===== src/rtl/irq_pkg.sv =====
package irq_pkg;

    localparam int unsigned FIELD_W_DEF = 8;
    localparam int unsigned SW_BITS_DEF = 2;

    typedef enum logic {
        MODE_LINE  = 1'b0,
        MODE_LEVEL = 1'b1
    } irq_mode_e;

    typedef struct packed {
        logic int_en;
        logic exc_lvl;
        logic err_lvl;
        logic thr_exempt;
        logic dbg_mode;
    } irq_gate_t;

    function automatic logic gate_open(input irq_gate_t g);
        return g.int_en & ~g.exc_lvl & ~g.err_lvl & ~g.thr_exempt & ~g.dbg_mode;
    endfunction

endpackage


===== src/rtl/irq_pend_reg.sv =====
module irq_pend_reg
    import irq_pkg::*;
#(
    parameter int unsigned W   = FIELD_W_DEF,
    parameter int unsigned SWB = SW_BITS_DEF
) (
    input  logic                 clk,
    input  logic                 rst,
    input  irq_mode_e            mode,
    input  logic [W-SWB-1:0]     hw,
    input  logic [W-1:0]         lvl,
    input  logic                 sw_we,
    input  logic [SWB-1:0]       sw_data,
    output logic [W-1:0]         pend_q
);

    logic [W-1:0] pend_nxt;

    for (genvar b = 0; b < W; b++) begin : g_bit
        if (b < SWB) begin : g_soft
            assign pend_nxt[b] = (mode == MODE_LEVEL) ? lvl[b]
                               : (sw_we ? sw_data[b] : pend_q[b]);
        end else begin : g_hard
            assign pend_nxt[b] = (mode == MODE_LEVEL) ? lvl[b] : hw[b-SWB];
        end
    end

    always_ff @(posedge clk) begin
        if (rst) pend_q <= '0;
        else     pend_q <= pend_nxt;
    end

endmodule


===== src/rtl/irq_mask_reg.sv =====
module irq_mask_reg
    import irq_pkg::*;
#(
    parameter int unsigned W = FIELD_W_DEF
) (
    input  logic         clk,
    input  logic         rst,
    input  logic         we,
    input  logic [W-1:0] wdata,
    output logic [W-1:0] mask_q
);

    always_ff @(posedge clk) begin
        if (rst)     mask_q <= '0;
        else if (we) mask_q <= wdata;
    end

endmodule


===== src/rtl/irq_eval.sv =====
module irq_eval
    import irq_pkg::*;
#(
    parameter int unsigned W = FIELD_W_DEF
) (
    input  logic         clk,
    input  logic         rst,
    input  irq_mode_e    mode,
    input  irq_gate_t    gate,
    input  logic [W-1:0] pend,
    input  logic [W-1:0] mask,
    output logic         req_q
);

    logic hit_line;
    logic hit_level;
    logic hit;

    assign hit_line  = |(pend & mask);
    assign hit_level = pend > mask;
    assign hit       = (mode == MODE_LEVEL) ? hit_level : hit_line;

    always_ff @(posedge clk) begin
        if (rst) req_q <= 1'b0;
        else     req_q <= gate_open(gate) & hit;
    end

endmodule


===== src/rtl/irq_pend_detect.sv =====
module irq_pend_detect
    import irq_pkg::*;
#(
    parameter int unsigned FIELD_W = FIELD_W_DEF,
    parameter int unsigned SW_BITS = SW_BITS_DEF,
    localparam int unsigned HW_W   = FIELD_W - SW_BITS
) (
    input  logic               clk,
    input  logic               rst,
    input  logic               ext_mode,
    input  logic [HW_W-1:0]    hw_lines,
    input  logic [FIELD_W-1:0] ext_level,
    input  logic               sw_pend_we,
    input  logic [SW_BITS-1:0] sw_pend_wdata,
    input  logic               mask_we,
    input  logic [FIELD_W-1:0] mask_wdata,
    input  logic               int_en,
    input  logic               exc_lvl,
    input  logic               err_lvl,
    input  logic               thr_exempt,
    input  logic               dbg_mode,
    output logic [FIELD_W-1:0] pend_o,
    output logic [FIELD_W-1:0] mask_o,
    output logic               irq_req
);

    irq_mode_e mode;
    irq_gate_t gate;

    assign mode = irq_mode_e'(ext_mode);
    assign gate = '{int_en: int_en, exc_lvl: exc_lvl, err_lvl: err_lvl,
                    thr_exempt: thr_exempt, dbg_mode: dbg_mode};

    irq_pend_reg #(.W(FIELD_W), .SWB(SW_BITS)) u_pend (
        .clk     (clk),
        .rst     (rst),
        .mode    (mode),
        .hw      (hw_lines),
        .lvl     (ext_level),
        .sw_we   (sw_pend_we),
        .sw_data (sw_pend_wdata),
        .pend_q  (pend_o)
    );

    irq_mask_reg #(.W(FIELD_W)) u_mask (
        .clk    (clk),
        .rst    (rst),
        .we     (mask_we),
        .wdata  (mask_wdata),
        .mask_q (mask_o)
    );

    irq_eval #(.W(FIELD_W)) u_eval (
        .clk   (clk),
        .rst   (rst),
        .mode  (mode),
        .gate  (gate),
        .pend  (pend_o),
        .mask  (mask_o),
        .req_q (irq_req)
    );

endmodule


===== config.mk =====
export PLATFORM = sky130hd
export DESIGN_NAME = irq_pend_detect
export DESIGN_NICKNAME = d
export VERILOG_FILES = /design/src/rtl/irq_pkg.sv /design/src/rtl/irq_pend_reg.sv /design/src/rtl/irq_mask_reg.sv /design/src/rtl/irq_eval.sv /design/src/rtl/irq_pend_detect.sv
export SDC_FILE = /design/constraint.sdc
export NUM_CORES = 1
export LEC_CHECK = 0
export ABC_AREA = 0
export BUFFER_PORTS_ARGS = -buffer_cell sky130_fd_sc_hd__buf_2
export CAP_MARGIN = 0
export CORE_MARGIN = 8
export CORE_UTILIZATION = 40
export CTS_CLUSTER_DIAMETER = 40
export DETAILED_ROUTE_END_ITERATION = 12
export HOLD_SLACK_MARGIN = 0.12
export MAX_ROUTING_LAYER = met4
export PLACE_DENSITY = 0.73
export SYNTH_ARGS = -nofsm -noshare
export SYNTH_HDL_FRONTEND = slang
export SYNTH_SLANG_ARGS = --single-unit

===== constraint.sdc =====
create_clock -name clk -period 1.35 [get_ports clk]
set_clock_uncertainty 0.2 [all_clocks]
set_input_delay 0 -clock clk [delete_from_list [all_inputs] [get_ports clk]]
set_output_delay 0 -clock clk [all_outputs]
set_load 0.005 [all_outputs]

==> out/summary.txt <==
run status: finished, violations left
failing checks: setup timing
Routed Antenna Nets: 0
Synth cell types: 21
synthesized flop and latch total: 17
layout cells sized above 1: 41.6%
global-route wire length before repair: 5780 um
vias in the first global route: 1200
worst hold slack: 240 ps
DRT iter0 DRCs: 20
largest net degree at the start of global routing: 16
gr usage total: 18.0%
Max IR drop VDD: 0.682 mV
sequential share of power: 44.5%
syn nets: 151
leakage: 0.921 nW
TritonRoute pass-1 iters: 4
switching share of power: 30.2%
async set-reset flop share out of synthesis: 0%
Total Nets Final: 248
clk buf depth: 2
Compound-Gate Fraction of Synth Area: 5.66%
final worst path period need: 1540 ps
Arr. time, crit path: 1590 ps
Total Wirelength: 3590 um
Gate power share: 32.1%
Relative slew margins: 78.6%
largest family of logic cells by synthesized area: adder cells
drc violations: 0
WS Path Type: reg2reg
Avg Synthesized Cell Area: 9.64 um2
Max Slew Vio Count: 0
CTS tree: yes
post-synthesis mux area share: 16.5%
top-count cell post-synth: nor2_1
later-pin clock latency in the skew report: 310 ps
Die H: 65.3 um
Mapped Area: 973 um2
Max Clk Rate: 648 MHz
Internal: 0.880 mW
cell taking the most area after synthesis: dfxtp_1
WP data required: 1390 ps
RSZ-0062 raised after global routing: yes
Post-synth top cells: nor2_1 (20), dfxtp_1 (17), ha_1 (16), mux2i_1 (16), inv_1 (8)
post-placement cell count: 190
GPL Wtd Cong: 0.762
Power per Cell Area: 719 mW/mm2
IO Count: 51
Area contributors post-synth: dfxtp_1 (35%), ha_1 (21%), mux2i_1 (16%)
DPL Wire Length: 2290 um
worst min-delay path class: in2reg
drt wl/cell: 15.8 um
post-synth top area share: 35.0%
Via-to-Cell Ratio: 4.88
initial antenna violation count: 0
CTS Sinks: 17
fill count: 180
Final Power: 1.26 mW
total negative slack: -193 ps
CP Capture Type: flop
Final Hold Viols: 0
xor/xnor cell area share of the yosys netlist: 0%
H-tree depth: 1
worst setup margin: -193 ps
root buffer cell: clkbuf_4
setup violators final: 1
initial core utilization: 40.8%
CTS clk-pin slew, worst paths: 110 ps
Psw: 0.381 mW
Core Rows: 18
synthesized instance count: 101
diode count: 0
Final period util: 114%
Area growth syn-to-layout: 80.2%
Simple-Gate Fraction of Synth Area: 16.5%
Core Area: 0.00239 mm2
Layout Cells excl Fill: 227
register area share after synthesis: 35.0%
Num CTS Buffers: 3
max-cap violations: 0
DIE AREA: 0.00427 mm2
slew of the pin with the lowest slew margin: 321 ps
Synth Area in Adders: 20.6%
Congestion Overflow GR: 0
CP cell instances: inv_2 -> ha_4 -> nor2b_4 -> o211ai_1 -> a21o_1 -> a211oi_2
CP Launch Type: flop
I/O Buffers: 50
ys flop type: dfxtp_1
Die X: 65.3 um
Post-synth EDFFs: 0
clock network fraction of design power: 23.4%
CP Max Fanout: 2
Worst path max stage delay: 350 ps
Ys Warns: 0
CP max stage cell: dfxtp_2
R2R Setup Slk: -190 ps
DR vias: 1107
## through the flow
step           setup slack (ps)  utilization (%)  instance area, um2
2_1_floorplan              -110                -                 975
3_5_place_dp               -211             55.8                1330
6_report                   -193             73.5                1750
5_1_grt                    -252             73.5                1750
4_1_cts                    -121             73.4                1750
3_3_place_gp               -102             55.8                1330
## power groups by stage
stage | combinational [mW] | sequential, mW | clock [mW]
final | 0.405 | 0.561 | 0.296
after global routing | 0.439 | 0.565 | 0.319
after CTS | 0.386 | 0.559 | 0.288
after detailed placement | 0.288 | 0.566 | 0
after global placement | 0.273 | 0.564 | 0
after floorplan | 0.135 | 0.572 | 0
## logic make-up (layout without fill, tap and decap cells)
group,count (synthesis),after routing
DFF,17,17
buffers and inverters,12,108
and+or+nand+nor,32,32
adders and majority gates,16,16
AOI/OAI and AO/OA,8,8
muxes,16,16
## placed cells by master (no fill, tap or decap), types with 3 or more instances in the layout
cell type	n
ha_1	13
clkbuf_4	3
inv_1	7
buf_2	50
a21oi_1	3
ha_4	3
buf_4	13
nand3_1	3
nor2_1	20
dfxtp_1	12
dfxtp_2	5
mux2i_1	16
dlygate4sd3_1	33
## final cells by class
class / instances / area (um2) / area share, %
Multi-Input combinational cell: 72 / 634 / 36.2
Inverter: 8 / 30.0 / 1.71
Clock buffer: 3 / 22.5 / 1.28
Tap cell: 30 / 37.5 / 2.14
Timing Repair Buffer: 96 / 678 / 38.7
Sequential cell: 17 / 347 / 19.8
Clock inverter: 1 / 5.00 / 0.285
## state kept, by name, summed over array words and instances, names as in the netlist
register       count
u_pend.pend_q      8
u_eval.req_q       1
u_mask.mask_q      8
## worst paths after layout
path | from | to | depth (start not counted)
max | u_mask.mask_q[1] | u_eval.req_q | 6
min | ext_level[0] | u_pend.pend_q[0] | 4
max reg2reg | u_mask.mask_q[1] | u_eval.req_q | 6
min reg2reg | u_mask.mask_q[4] | u_mask.mask_q[4] | 3
## repair_timing
item,4_1_cts,5_1_grt
buffers inserted,0,0
endpoints found under the hold margin,17,0
endpoints found under the setup margin,1,1
gates resized for setup,11,1
hold buffers,33,0
pin swaps,2,1
## layer usage
| layer | vias up | GRT usage (%) | routed length, um |
|---|---|---|---|
| met5 | - | - | 0 |
| met4 | 0 | 9.81 | 78 |
| met3 | 9 | 3.40 | 150 |
| met2 | 37 | 31.6 | 2010 |
| met1 | 525 | 18.6 | 1360 |
| li1 | 536 | - | - |
## worst max-delay path: cells and delay by family (launching register included)
family / cells / cell delay (ps)
buffers and inverters: 1 / 40
AOI/OAI and AO/OA: 3 / 490
DFF: 1 / 350
and+or+nand+nor: 1 / 130
adders and majority gates: 1 / 260
(Power assumes the default switching activity.)
